$ cat src/rtl/hpd_irq_pkg.sv
package hpd_irq_pkg;
  // register port geometry
  localparam int REG_AW = 3;
  localparam int DATA_W = 32;

  // word addresses
  localparam logic [REG_AW-1:0] ADDR_STATUS = 3'd0;
  localparam logic [REG_AW-1:0] ADDR_CLEAR  = 3'd1;
  localparam logic [REG_AW-1:0] ADDR_ENABLE = 3'd2;
  localparam logic [REG_AW-1:0] ADDR_FILTER = 3'd3;
  localparam logic [REG_AW-1:0] ADDR_LEVEL  = 3'd4;

  // event sources, bit positions in status and enable
  localparam int NUM_SRC  = 3;
  localparam int SRC_CORE = 0;
  localparam int SRC_RISE = 1;
  localparam int SRC_FALL = 2;

  // lowest bit of the prescale field in the filter setup word
  localparam int PRE_LSB = 12;
endpackage

$ cat src/rtl/hpd_sync.sv
// Flop chain with asynchronous clear. It serves as the data synchronizer and,
// with d_i tied high, as the reset-release synchronizer.
module hpd_sync #(
  parameter int STAGES = 2
) (
  input  logic clk_i,
  input  logic rst_ni,
  input  logic d_i,
  output logic q_o
);
  logic [STAGES-1:0] chain_q;
  logic [STAGES-1:0] chain_d;

  generate
    if (STAGES == 1) begin : g_one
      always_comb chain_d = d_i;
    end else begin : g_many
      always_comb chain_d = {chain_q[STAGES-2:0], d_i};
    end
  endgenerate

  always_ff @(posedge clk_i or negedge rst_ni) begin
    if (!rst_ni) chain_q <= '0;
    else         chain_q <= chain_d;
  end

  assign q_o = chain_q[STAGES-1];
endmodule

$ cat src/rtl/hpd_glitch_filter.sv
// Prescaled stability filter. The level follows the input only after
// thr_i+1 consecutive ticks of disagreement. Rise and fall pulses are
// registered in the same edge as the level update.
module hpd_glitch_filter #(
  parameter int PRE_W = 4,
  parameter int THR_W = 8
) (
  input  logic             clk_i,
  input  logic             rst_ni,
  input  logic             sync_i,
  input  logic [PRE_W-1:0] pre_i,
  input  logic [THR_W-1:0] thr_i,
  output logic             level_o,
  output logic             rise_o,
  output logic             fall_o
);
  logic [PRE_W-1:0] pcnt_q, pcnt_d;
  logic [THR_W-1:0] cnt_q, cnt_d;
  logic             level_q, level_d;
  logic             rise_q, rise_d;
  logic             fall_q, fall_d;
  logic             tick;

  // prescaler: one tick every pre_i+1 clocks
  always_comb begin
    tick   = (pcnt_q >= pre_i);
    pcnt_d = tick ? '0 : pcnt_q + 1'b1;
  end

  // stability counter and level update
  always_comb begin
    cnt_d   = cnt_q;
    level_d = level_q;
    rise_d  = 1'b0;
    fall_d  = 1'b0;
    if (sync_i == level_q) begin
      cnt_d = '0;
    end else if (tick) begin
      if (cnt_q >= thr_i) begin
        level_d = sync_i;
        cnt_d   = '0;
        rise_d  = sync_i;
        fall_d  = !sync_i;
      end else begin
        cnt_d = cnt_q + 1'b1;
      end
    end
  end

  always_ff @(posedge clk_i or negedge rst_ni) begin
    if (!rst_ni) begin
      pcnt_q  <= '0;
      cnt_q   <= '0;
      level_q <= 1'b0;
      rise_q  <= 1'b0;
      fall_q  <= 1'b0;
    end else begin
      pcnt_q  <= pcnt_d;
      cnt_q   <= cnt_d;
      level_q <= level_d;
      rise_q  <= rise_d;
      fall_q  <= fall_d;
    end
  end

  assign level_o = level_q;
  assign rise_o  = rise_q;
  assign fall_o  = fall_q;
endmodule

$ cat src/rtl/hpd_irq_regs.sv
// Register set: sticky status with write-one-to-clear (a new event wins over
// a clear), active-high enables, filter setup, level readback and the
// combined interrupt.
module hpd_irq_regs
  import hpd_irq_pkg::*;
#(
  parameter int PRE_W = 4,
  parameter int THR_W = 8
) (
  input  logic               clk_i,
  input  logic               rst_ni,
  input  logic               wr_i,
  input  logic [REG_AW-1:0]  addr_i,
  input  logic [DATA_W-1:0]  wdata_i,
  output logic [DATA_W-1:0]  rdata_o,
  input  logic [NUM_SRC-1:0] evt_i,
  input  logic               level_i,
  output logic [PRE_W-1:0]   pre_o,
  output logic [THR_W-1:0]   thr_o,
  output logic               irq_o
);
  logic [NUM_SRC-1:0] status_q, status_d;
  logic [NUM_SRC-1:0] enable_q, enable_d;
  logic [PRE_W-1:0]   pre_q, pre_d;
  logic [THR_W-1:0]   thr_q, thr_d;
  logic [NUM_SRC-1:0] clr_mask;
  logic               en_wr, flt_wr;
  logic               unused_wdata;

  assign unused_wdata = ^wdata_i;

  always_comb begin
    clr_mask = (wr_i && addr_i == ADDR_CLEAR) ? wdata_i[NUM_SRC-1:0] : '0;
    en_wr    = wr_i && (addr_i == ADDR_ENABLE);
    flt_wr   = wr_i && (addr_i == ADDR_FILTER);
  end

  // next state; the event term is ORed in after the clear, so a new event
  // wins over a clear in the same cycle
  always_comb begin
    status_d = (status_q & ~clr_mask) | evt_i;
    enable_d = en_wr  ? wdata_i[NUM_SRC-1:0]       : enable_q;
    pre_d    = flt_wr ? wdata_i[PRE_LSB +: PRE_W]  : pre_q;
    thr_d    = flt_wr ? wdata_i[THR_W-1:0]         : thr_q;
  end

  always_ff @(posedge clk_i or negedge rst_ni) begin
    if (!rst_ni) begin
      status_q <= '0;
      enable_q <= '0;
      pre_q    <= '0;
      thr_q    <= '0;
    end else begin
      status_q <= status_d;
      enable_q <= enable_d;
      pre_q    <= pre_d;
      thr_q    <= thr_d;
    end
  end

  // side-effect-free read mux
  always_comb begin
    rdata_o = '0;
    case (addr_i)
      ADDR_STATUS: rdata_o[NUM_SRC-1:0] = status_q;
      ADDR_ENABLE: rdata_o[NUM_SRC-1:0] = enable_q;
      ADDR_FILTER: begin
        rdata_o[PRE_LSB +: PRE_W] = pre_q;
        rdata_o[THR_W-1:0]        = thr_q;
      end
      ADDR_LEVEL:  rdata_o[0] = level_i;
      default:     rdata_o = '0;
    endcase
  end

  assign pre_o = pre_q;
  assign thr_o = thr_q;
  assign irq_o = |(status_q & enable_q);
endmodule

$ cat src/rtl/hpd_irq_unit.sv
module hpd_irq_unit
  import hpd_irq_pkg::*;
#(
  parameter int SYNC_STAGES = 2,
  parameter int PRE_W       = 4,
  parameter int THR_W       = 8
) (
  input  logic              clk_i,
  input  logic              rst_ni,
  input  logic              hpd_raw_i,
  input  logic              core_irq_i,
  input  logic              reg_wr_i,
  input  logic [REG_AW-1:0] reg_addr_i,
  input  logic [DATA_W-1:0] reg_wdata_i,
  output logic [DATA_W-1:0] reg_rdata_o,
  output logic              irq_o
);
  logic               rst_sync_n;
  logic               hpd_sync_q;
  logic               level;
  logic               rise_pulse, fall_pulse;
  logic [PRE_W-1:0]   pre_cfg;
  logic [THR_W-1:0]   thr_cfg;
  logic [NUM_SRC-1:0] evt;

  // reset: asserted asynchronously, released on the clock
  hpd_sync #(.STAGES(2)) u_rst_sync (
    .clk_i (clk_i),
    .rst_ni(rst_ni),
    .d_i   (1'b1),
    .q_o   (rst_sync_n)
  );

  hpd_sync #(.STAGES(SYNC_STAGES)) u_hpd_sync (
    .clk_i (clk_i),
    .rst_ni(rst_sync_n),
    .d_i   (hpd_raw_i),
    .q_o   (hpd_sync_q)
  );

  hpd_glitch_filter #(.PRE_W(PRE_W), .THR_W(THR_W)) u_filter (
    .clk_i  (clk_i),
    .rst_ni (rst_sync_n),
    .sync_i (hpd_sync_q),
    .pre_i  (pre_cfg),
    .thr_i  (thr_cfg),
    .level_o(level),
    .rise_o (rise_pulse),
    .fall_o (fall_pulse)
  );

  always_comb begin
    evt           = '0;
    evt[SRC_CORE] = core_irq_i;
    evt[SRC_RISE] = rise_pulse;
    evt[SRC_FALL] = fall_pulse;
  end

  hpd_irq_regs #(.PRE_W(PRE_W), .THR_W(THR_W)) u_regs (
    .clk_i  (clk_i),
    .rst_ni (rst_sync_n),
    .wr_i   (reg_wr_i),
    .addr_i (reg_addr_i),
    .wdata_i(reg_wdata_i),
    .rdata_o(reg_rdata_o),
    .evt_i  (evt),
    .level_i(level),
    .pre_o  (pre_cfg),
    .thr_o  (thr_cfg),
    .irq_o  (irq_o)
  );
endmodule

$ cat config.mk
export PLATFORM = sky130hd
export DESIGN_NAME = hpd_irq_unit
export DESIGN_NICKNAME = d
export VERILOG_FILES = /design/src/rtl/hpd_irq_pkg.sv /design/src/rtl/hpd_sync.sv /design/src/rtl/hpd_glitch_filter.sv /design/src/rtl/hpd_irq_regs.sv /design/src/rtl/hpd_irq_unit.sv
export SDC_FILE = /design/constraint.sdc
export NUM_CORES = 1
export LEC_CHECK = 0
export ABC_AREA = 1
export BUFFER_PORTS_ARGS = -buffer_cell sky130_fd_sc_hd__clkbuf_2
export CAP_MARGIN = 15
export CORE_MARGIN = 2
export CORE_UTILIZATION = 48
export CTS_BUF_LIST = sky130_fd_sc_hd__clkbuf_2
export CTS_CLUSTER_SIZE = 30
export DETAILED_ROUTE_END_ITERATION = 8
export GPL_ROUTABILITY_DRIVEN = 0
export GPL_TIMING_DRIVEN = 1
export PLACE_DENSITY = 0.79
export SETUP_SLACK_MARGIN = 0.02
export SYNTH_ARGS = -nofsm -noshare
export SYNTH_HDL_FRONTEND = slang
export SYNTH_HIERARCHICAL = 1
export SYNTH_SLANG_ARGS = --single-unit
$ cat constraint.sdc
create_clock -name clk_i -period 1.25 [get_ports clk_i]
set_clock_uncertainty 0.2 [all_clocks]
set_input_delay 0.1875 -clock clk_i [delete_from_list [all_inputs] [get_ports clk_i]]
set_output_delay 0.1875 -clock clk_i [all_outputs]
set_load 0.01 [all_outputs]
# Word level (Yosys, flattened, before mapping)
# Index checks and enable logic that the tools add are counted.
op_classes:
  n_addsub: 2
  n_lt_le_gt_ge: 2
  eq_ne: 5
  n_mux: 15
  bitwise_logic: 5
  n_reduce_logical: 8
op_table:
  columns: ["operator", "n"]
  rows:
  - ["8-bit 2-to-1 mux", 3]
  - ["8-bit by 1-bit adder with 8-bit output, second input constant", 1]
  - ["8-bit greater-or-equal comparator", 1]
  - ["4-bit 2-to-1 mux", 2]
  - ["3-bit AND", 2]
  - ["3-bit by 2-bit equality test with 1-bit output, second input constant", 2]
  - ["1-bit 2-to-1 mux", 6]
  - ["2-bit one-hot mux with 3 select lines", 1]
  - ["5-bit 2-to-1 mux", 1]
  - ["4-bit by 1-bit adder with 4-bit output, second input constant", 1]
  - ["4-bit greater-or-equal comparator", 1]
  - ["1-bit one-hot mux with 4 select lines", 1]
  - ["3-bit by 1-bit equality test with 1-bit output, second input constant", 1]
  - ["3-bit equality test, second input constant", 1]
  - ["1-bit logical AND", 3]
  - ["3-bit logical NOT", 1]
  - ["3-bit 2-to-1 mux", 1]
  - ["3-bit NOT", 1]
  - ["3-bit bitwise OR", 1]
  - ["3-bit AND reduction", 1]
  - ["3-bit OR reduction", 1]
  - ["2-bit nonzero test", 1]
  - ["1-bit equality test", 1]
  - ["1-bit logical NOT", 1]
  - ["1-bit NOT", 1]
word_totals:
  reg_bits: 37
  wordCells: 48

# Depth between registers and ports, before layout
# Gate-level depths: netlist of run 1.
logic_depth:
  depth_word: 6
  mapped_depth: 12
  mapped_depth_nobuf: 12

# Cells and area by module
# The synthesis of run 1 kept the hierarchy.
by_module_without_submodules:
  columns: ["mod", "instances", "cells_per_inst", "area_each_um2", "seq_area_each_um2"]
  rows:
  - ["hpd_irq_regs", 1, 149, 1154.9, 450.4]
  - ["hpd_glitch_filter", 1, 140, 1094.8, 375.4]
  - ["hpd_sync", 2, 2, 50.0, 50.0]
  - ["hpd_irq_unit", 1, 1, 3.8, 0.0]

# Worst setup path after synthesis of run 1
# Ideal clock, no wire load.
synth_path:
  path_type: "register -> register"
  from: "reg u_regs.pre_q[3] (netlist: u_regs/pre_o[3])"
  to: "reg u_filter.level_q (netlist: u_filter/level_o)"
  setup_time_ns: 0.118
  arrival_time_ns: 1.319
  t_required_ns: 0.932
  path_slack_ns: -0.387
  stages_incl_launch_ff: 9
  n_path_buf: 0
  synth_period_minus_slack_ns: 1.637
  cell_sequence: "dfrtp_1 > inv_1 > ha_1 > a21oi_2 > nand3_4 > nand2_2 > clkinv_4 > nand3_1 > nand2_1"
synth_via:
  elab_chain_cells: 2
synth_rtl:
  columns: ["element", "line", "source"]
  rows:
  - ["start: declaration", "hpd_irq_regs.sv:24", "logic [PRE_W-1:0] pre_q, pre_d;"]
  - ["start signal: assignment", "hpd_irq_regs.sv:56", "pre_q <= pre_d;"]
  - ["4-bit greater-or-equal comparator", "hpd_glitch_filter.sv:26", "tick = (pcnt_q >= pre_i);"]
  - ["3-bit AND reduction (no source line)", null, null]
  - ["end signal: assignment", "hpd_glitch_filter.sv:60", "level_q <= level_d;"]
  - ["end: declaration", "hpd_glitch_filter.sv:19", "logic level_q, level_d;"]
# No other way between the ends.
# A chain may end at the register's enable or synchronous reset.

# Worst setup path in the final report of run 1
layout_path:
  from: "reg u_regs.thr_q[3] (netlist: u_regs/thr_o[3])"
  to: "reg u_filter.cnt_q[3]"
layout_via:
  elab_chain_cells: 4
layout_rtl:
  columns: ["element", "line", "source"]
  rows:
  - ["start: declaration", "hpd_irq_regs.sv:25", "logic [THR_W-1:0] thr_q, thr_d;"]
  - ["start signal: assignment", "hpd_irq_regs.sv:57", "thr_q <= thr_d;"]
  - ["8-bit greater-or-equal comparator", "hpd_glitch_filter.sv:39", "if (cnt_q >= thr_i) begin"]
  - ["8-bit 2-to-1 mux", "hpd_glitch_filter.sv:39", null]
  - ["8-bit 2-to-1 mux", "hpd_glitch_filter.sv:38", "end else if (tick) begin"]
  - ["8-bit 2-to-1 mux", "hpd_glitch_filter.sv:36", "if (sync_i == level_q) begin"]
  - ["end signal: assignment", "hpd_glitch_filter.sv:59", "cnt_q <= cnt_d;"]
  - ["end: declaration", "hpd_glitch_filter.sv:18", "logic [THR_W-1:0] cnt_q, cnt_d;"]
# No other way between the ends. The select of a mux whose other input is x is not followed.

==> results of run 1 <==
metal layers:
layer / GRT usage / up-vias / routed length [um]
met2: 0.389 / 49 / 3280
met5: 0 / - / 0
met3: 0.0461 / 7 / 177
li1: - / 1049 / -
met1: 0.253 / 1002 / 2350
met4: 0.0727 / 0 / 85
timing repair:
item,in CTS,in global routing
endpoints found under the hold margin,21,0
setup endpoints to repair,28,28
setup buffers,1,9
gates resized for setup,35,45
hold buffers,18,0
pin swaps,17,13
cell type report:
class                   instances  area, um2  area share
multi-input cells             196       1260       0.378
flip-flops and latches         37        927       0.278
well taps                      67       83.8      0.0251
clock inverters                 2       33.8      0.0101
clock buffers                   6       30.0     0.00900
inverters                      57        221      0.0664
repair buffers                 96        778       0.233
through the flow:
step,area [um2],hold WS [ns],setup slack [ns],utilization
5_1_grt,3340,0.0561,-0.695,0.706
3_3_place_gp,2840,-0.226,-0.417,0.601
3_5_place_dp,2840,-0.225,-0.455,0.601
6_report,3340,0.0265,-0.538,0.706
4_1_cts,3210,0.0148,-0.497,0.679
2_1_floorplan,2440,-0.308,-0.324,-
synth_stat cells, types with 2 or more instances:
| master | instances |
|---|---|
| nand2_1 | 73 |
| inv_1 | 54 |
| dfrtp_1 | 37 |
| nand3_1 | 29 |
| nor2_1 | 22 |
| buf_4 | 21 |
| ha_1 | 14 |
| o21ai_2 | 12 |
| xor2_1 | 5 |
| nand2_2 | 4 |
| nor2_4 | 3 |
| xnor2_1 | 3 |
| buf_6 | 2 |
| conb_1 | 2 |
| inv_2 | 2 |
where the power goes:
part / total [mW] / switching (mW) / internal (mW)
logic: 2.66 / 1.46 / 1.20
registers: 1.61 / 0.180 / 1.43
clock network: 0.736 / 0.394 / 0.342
critical path, delay by kind of cell (launching register included):
family / cells / cell delay, ns
compound gates: 1 / 0.25
flops: 1 / 0.45
fa+ha+maj: 1 / 0.21
simple gates: 6 / 0.53
buf+inv: 1 / 0.09
cell families after synthesis:
family                     share of synthesized area
buffers and inverters                          0.170
xor gates and xnor gates                      0.0298
other                                        0.00319
DFF                                            0.393
adders and majority gates                     0.0744
AOI/OAI and AO/OA                             0.0574
and+or+nand+nor                                0.272
final timing paths:
path	cells past startpoint	start	endpoint	slack [ns]
worst max-delay path	9	u_regs/thr_o[3]	u_filter/cnt_q[3]	-0.54
min in group clk_i	6	reg_wr_i	u_regs/status_q[1]	0.04
max in group asynchronous	3	rst_ni	u_rst_sync/chain_q[1]	0.29
worst min-delay path	1	u_rst_sync/chain_q[1]	u_regs/pre_o[0]	0.03
worst min register to register	1	u_rst_sync/chain_q[1]	u_regs/pre_o[0]	0.03
worst max register to register	9	u_regs/thr_o[3]	u_filter/cnt_q[3]	-0.54
sequential cells by signal, indices dropped and copies added, names as in the netlist:
signal and cells:
u_filter/cnt_q 8, u_filter/fall_o 1, u_filter/level_o 1, u_filter/pcnt_q 4, u_filter/rise_o 1, u_hpd_sync/chain_q 2
u_regs/enable_q 3, u_regs/pre_o 4, u_regs/status_q 3, u_regs/thr_o 8, u_rst_sync/chain_q 2
==> run metrics, run 1 <==
Placed Cells incl. Taps=430; Total Power=5.01 mW; Max Fclk=0.559 GHz; worst endpoint data arrival time=1.91 ns; Core Box Area=0.00472 mm2; FFs w/ async S/R, synth=1.00; max-slew violations=0; Mapped Cells=294; top cells by area, synth=dfrtp_1 39%, nand2_1 12%, inv_1 8.6%; Syn Area/Cell=8.01 um2; root buf cell=clkbuf_2; FP Rows=25; Synth area leader=dfrtp_1; IO Pins=73; FF+latch count, synth=37; # H-tree levels=2; fin nets=447; Startpoint Class=flop; commonest non-fill, non-tap cell in the layout=nand2_1; Worst-path clk slew=0.19 ns; outcome=finished with violations; final setup vio count=28; post-synthesis sequential area ratio=0.393; ys flop type=dfrtp_1; Die H=74.0 um; top cell type's share of synthesized area=0.393; share of cells above drive strength 1=0.404; synth warn=6; Critical Path RT=1.37 ns; IO buf count=32; Cell variety after synth=26; vias in the first global route=2075; kind of critical path=flop to flop; antenna fix cells=0; CP cell instances=inv_2 > ha_4 > nand2_1 > nand2_1 > nor2_1 > nand2_1 > a21oi_4 > nand3_1 > nand2_1; die area=0.00548 mm2; violated checks=setup timing; drc violations=0; first-pass GRT wire length=8.96 mm; RSZ-0062 raised after global routing=true; Hold Crit Class=flop to asynchronous set/reset pin; most frequent cells in the layout=66 x nand2_1, 40 x inv_1, 36 x dfrtp_1; Post-synth EDFFs=0; Max VDD drop=0.799 mV; Top cell by count, worst path=nand2_1; Worst Path Max Fanout=8; final worst slack=-0.538 ns; Layout fillers=342; first-pass iteration count of the detailed router=4; Max Cap Viol=0; Via density=4.57; Pwr Density=1500 mW/mm2; clk_lat worst skew=0.39 ns; CP max stage cell=dfrtp_1; remaining antenna violation count=0; Setup TNS Final=-10.71 ns; buffer depth of the longest clock path=2; initial cell density of the core=0.498; Min Clock Period, post-route=1.79 ns; clock sink total=37; delay of the slowest critical-path stage=0.45 ns; CTS tree=done; period utilization=1.43; Total GRT Usage=0.215; Die W=74.0 um; Pleak=1.83 nW; grt total ovfl=0; post-synth design cell area=0.00235 mm2; initial antenna violation count=0; Layout Cells excl Fill=461; final hold vios=0; area delta synth->final=41.8%; largest net degree at the start of global routing=36; Num CTS Buffers=5; HPWL Detailed=3.58 mm; total wire length=5.89 mm; via count=2107; CP endpoint kind=flop; initial drt markers=95; detailed-route wire length per cell=12.8 um
Note: power is estimated with default switching activity, not from simulation.
==> inputs of run 2 (changes only) <==
--- a/constraint.sdc
+++ b/constraint.sdc
@@ -3,3 +3,3 @@
 set_input_delay 0.1875 -clock clk_i [delete_from_list [all_inputs] [get_ports clk_i]]
 set_output_delay 0.1875 -clock clk_i [all_outputs]
-set_load 0.01 [all_outputs]
+set_load 0.02 [all_outputs]
==> run 2 against run 1 <==
Effect of this change: the run still ends with setup timing left; die area unchanged; final area grew 5.5%; total power up 8.0%; via count rose by 3.3%; count of clock-buffer cells in the layout down 1; largest cell class unchanged.
==> run metrics, run 2 (synthesis gave the netlist of run 1 again) <==
outcome=finished with violations (unchanged); violated checks=setup timing (unchanged); FP Rows=25 (unchanged); IO buf count=32 (unchanged); CTS tree=done (unchanged); # H-tree levels=2 (unchanged); first-pass iteration count of the detailed router=5 (was 4); first-pass GRT wire length=8.85 mm (was 8.96 mm); Layout Cells excl Fill=464 (was 461); Max VDD drop=0.874 mV (was 0.799 mV); Via density=4.69 (was 4.57); WHS=0.0355 ns (was 0.0265 ns); final setup vio count=28 (unchanged); antenna fix cells=0 (unchanged); largest net degree at the start of global routing=36 (unchanged); Setup TNS Final=-11.76 ns (was -10.71 ns); initial drt markers=116 (was 95); kind of critical path=flop to flop (unchanged); share of cells above drive strength 1=0.426 (was 0.404); M2 GR Usage=0.417 (was 0.389); met3 Usage GRT=0.0474 (was 0.0461); final worst slack=-0.590 ns (was -0.538 ns); period utilization=1.47 (was 1.43); clock sink total=37 (unchanged); Total GRT Usage=0.211 (was 0.215); grt total ovfl=0 (unchanged); Placed Cells incl. Taps=428 (was 430); Max Fclk=0.543 GHz (was 0.559 GHz); Pleak=1.87 nW (was 1.83 nW); total wire length=6.34 mm (was 5.89 mm); Core Box Area=0.00472 mm2 (unchanged); HPWL Detailed=3.64 mm (was 3.58 mm); Hold Crit Class=flop to asynchronous set/reset pin (unchanged); max-slew violations=0 (unchanged); initial cell density of the core=0.498 (unchanged); root buf cell=clkbuf_2 (unchanged); Die H=74.0 um (unchanged); via count=2176 (was 2107); R2R depth=9 (unchanged); buffer depth of the longest clock path=2 (unchanged); Top Usage Layer GRT=met2 (unchanged); drc violations=0 (unchanged); worst endpoint data arrival time=1.98 ns (was 1.91 ns); RR Endpoint=u_filter/cnt_q[4] (was u_filter/cnt_q[3]); Worst-path clk slew=0.20 ns (was 0.19 ns); initial antenna violation count=0 (unchanged); fin nets=450 (was 447); clk_lat worst skew=0.39 ns (about the same); flop-to-flop setup slack=-0.59 ns (was -0.54 ns); met1 usage=0.217 (was 0.253); commonest non-fill, non-tap cell in the layout=nand2_1 (unchanged); Worst Path Max Fanout=8 (unchanged); Num CTS Buffers=5 (unchanged); IO Pins=73 (unchanged); CP endpoint kind=flop (unchanged); remaining antenna violation count=0 (unchanged); Pwr Density=1540 mW/mm2 (was 1500 mW/mm2); RSZ-0062 raised after global routing=true (unchanged); Min Clock Period, post-route=1.84 ns (was 1.79 ns); vias in the first global route=2112 (was 2075); Max Cap Viol=0 (unchanged); detailed-route wire length per cell=13.7 um (was 12.8 um); Die W=74.0 um (unchanged); final hold vios=0 (unchanged); RR Startpoint=u_regs/thr_o[1] (was u_regs/thr_o[3]); Critical Path RT=1.39 ns (was 1.37 ns); die area=0.00548 mm2 (unchanged); most frequent cells in the layout=64 x nand2_1, 39 x inv_1, 37 x buf_4 (was 66 x nand2_1, 40 x inv_1, 36 x dfrtp_1); area delta synth->final=49.6% (was 41.8%); Layout fillers=292 (was 342); final core occ=0.745 (was 0.706); Startpoint Class=flop (unchanged)
run 2: cell types whose count changed in the layout (fill, tap and decap cells not counted), sizes merged:
| cell | change |
|---|---|
| buf | +3 |
| clkbuf | -2 |
| clkinv | +2 |
| clkinvlp | +1 |
| inv | -1 |
run 2: worst max-delay path, stage by stage, from the launching register on:
cell	delay, ns
dfrtp_1	0.40
inv_1	0.06
ha_1	0.30
nand2_1	0.09
nand2_1	0.11
nand2_1	0.12
nand2_2	0.09
a21oi_4	0.25
nand3_1	0.11
nand2_1	0.08
run 2: worst max path at each step:
stage | from | endpoint | slack (ns) | cells past startpoint
2_1_floorplan | u_regs/pre_o[1] | u_filter/level_o | -0.32 | 10
3_3_place_gp | u_regs/thr_o[3] | u_filter/cnt_q[3] | -0.43 | 9
3_5_place_dp | u_regs/thr_o[3] | u_filter/cnt_q[3] | -0.45 | 9
4_1_cts | u_filter/cnt_q[2] | u_filter/cnt_q[3] | -0.51 | 8
5_1_grt | u_regs/thr_o[1] | u_filter/cnt_q[5] | -0.71 | 9
6_report | u_regs/thr_o[1] | u_filter/cnt_q[4] | -0.59 | 9
run 2: stage by stage:
step                      setup slack (ns)  power (mW)  instance area, um2
after floorplan                     -0.324        2.94                2450
after global placement              -0.427        3.53                2830
after CTS                           -0.507        4.80                3270
after global routing                -0.715        5.72                3520
after detailed placement            -0.449        3.62                2830
final                               -0.590        5.41                3520
run 2: cell type report:
class	count	area, um2	share of cell area
Multi-Input combinational cell	196	1350	0.383
Timing Repair inverter	1	8.76	0.00249
Timing Repair Buffer	98	856	0.243
Inverter	57	231	0.0657
Clock buffer	5	25.0	0.00711
Tap cell	67	83.8	0.0238
Sequential cell	37	927	0.263
Clock inverter	3	41.3	0.0117
run 2: where the power goes:
| part | internal (mW) | switching (mW) | total [mW] |
|---|---|---|---|
| Sequential | 1.43 | 0.187 | 1.61 |
| Combinational | 1.35 | 1.72 | 3.06 |
| Clock | 0.331 | 0.401 | 0.732 |
| Total | 3.10 | 2.30 | 5.41 |
run 2: what timing repair did:
item                       CTS  global route
setup buffers                3            10
cloned                       1             0
hold endpoints to repair    21             0
pin swaps                   16            13
setup endpoints to repair   28            28
gates resized for setup     45            76
hold buffers                18             0
run 2: routing by layer:
| metal | vias to the layer above | routed length [um] |
|---|---|---|
| li1 | 1062 | - |
| met2 | 69 | 3560 |
| met3 | 20 | 242 |
| met4 | 0 | 215 |
| met1 | 1025 | 2320 |
| met5 | - | 0 |
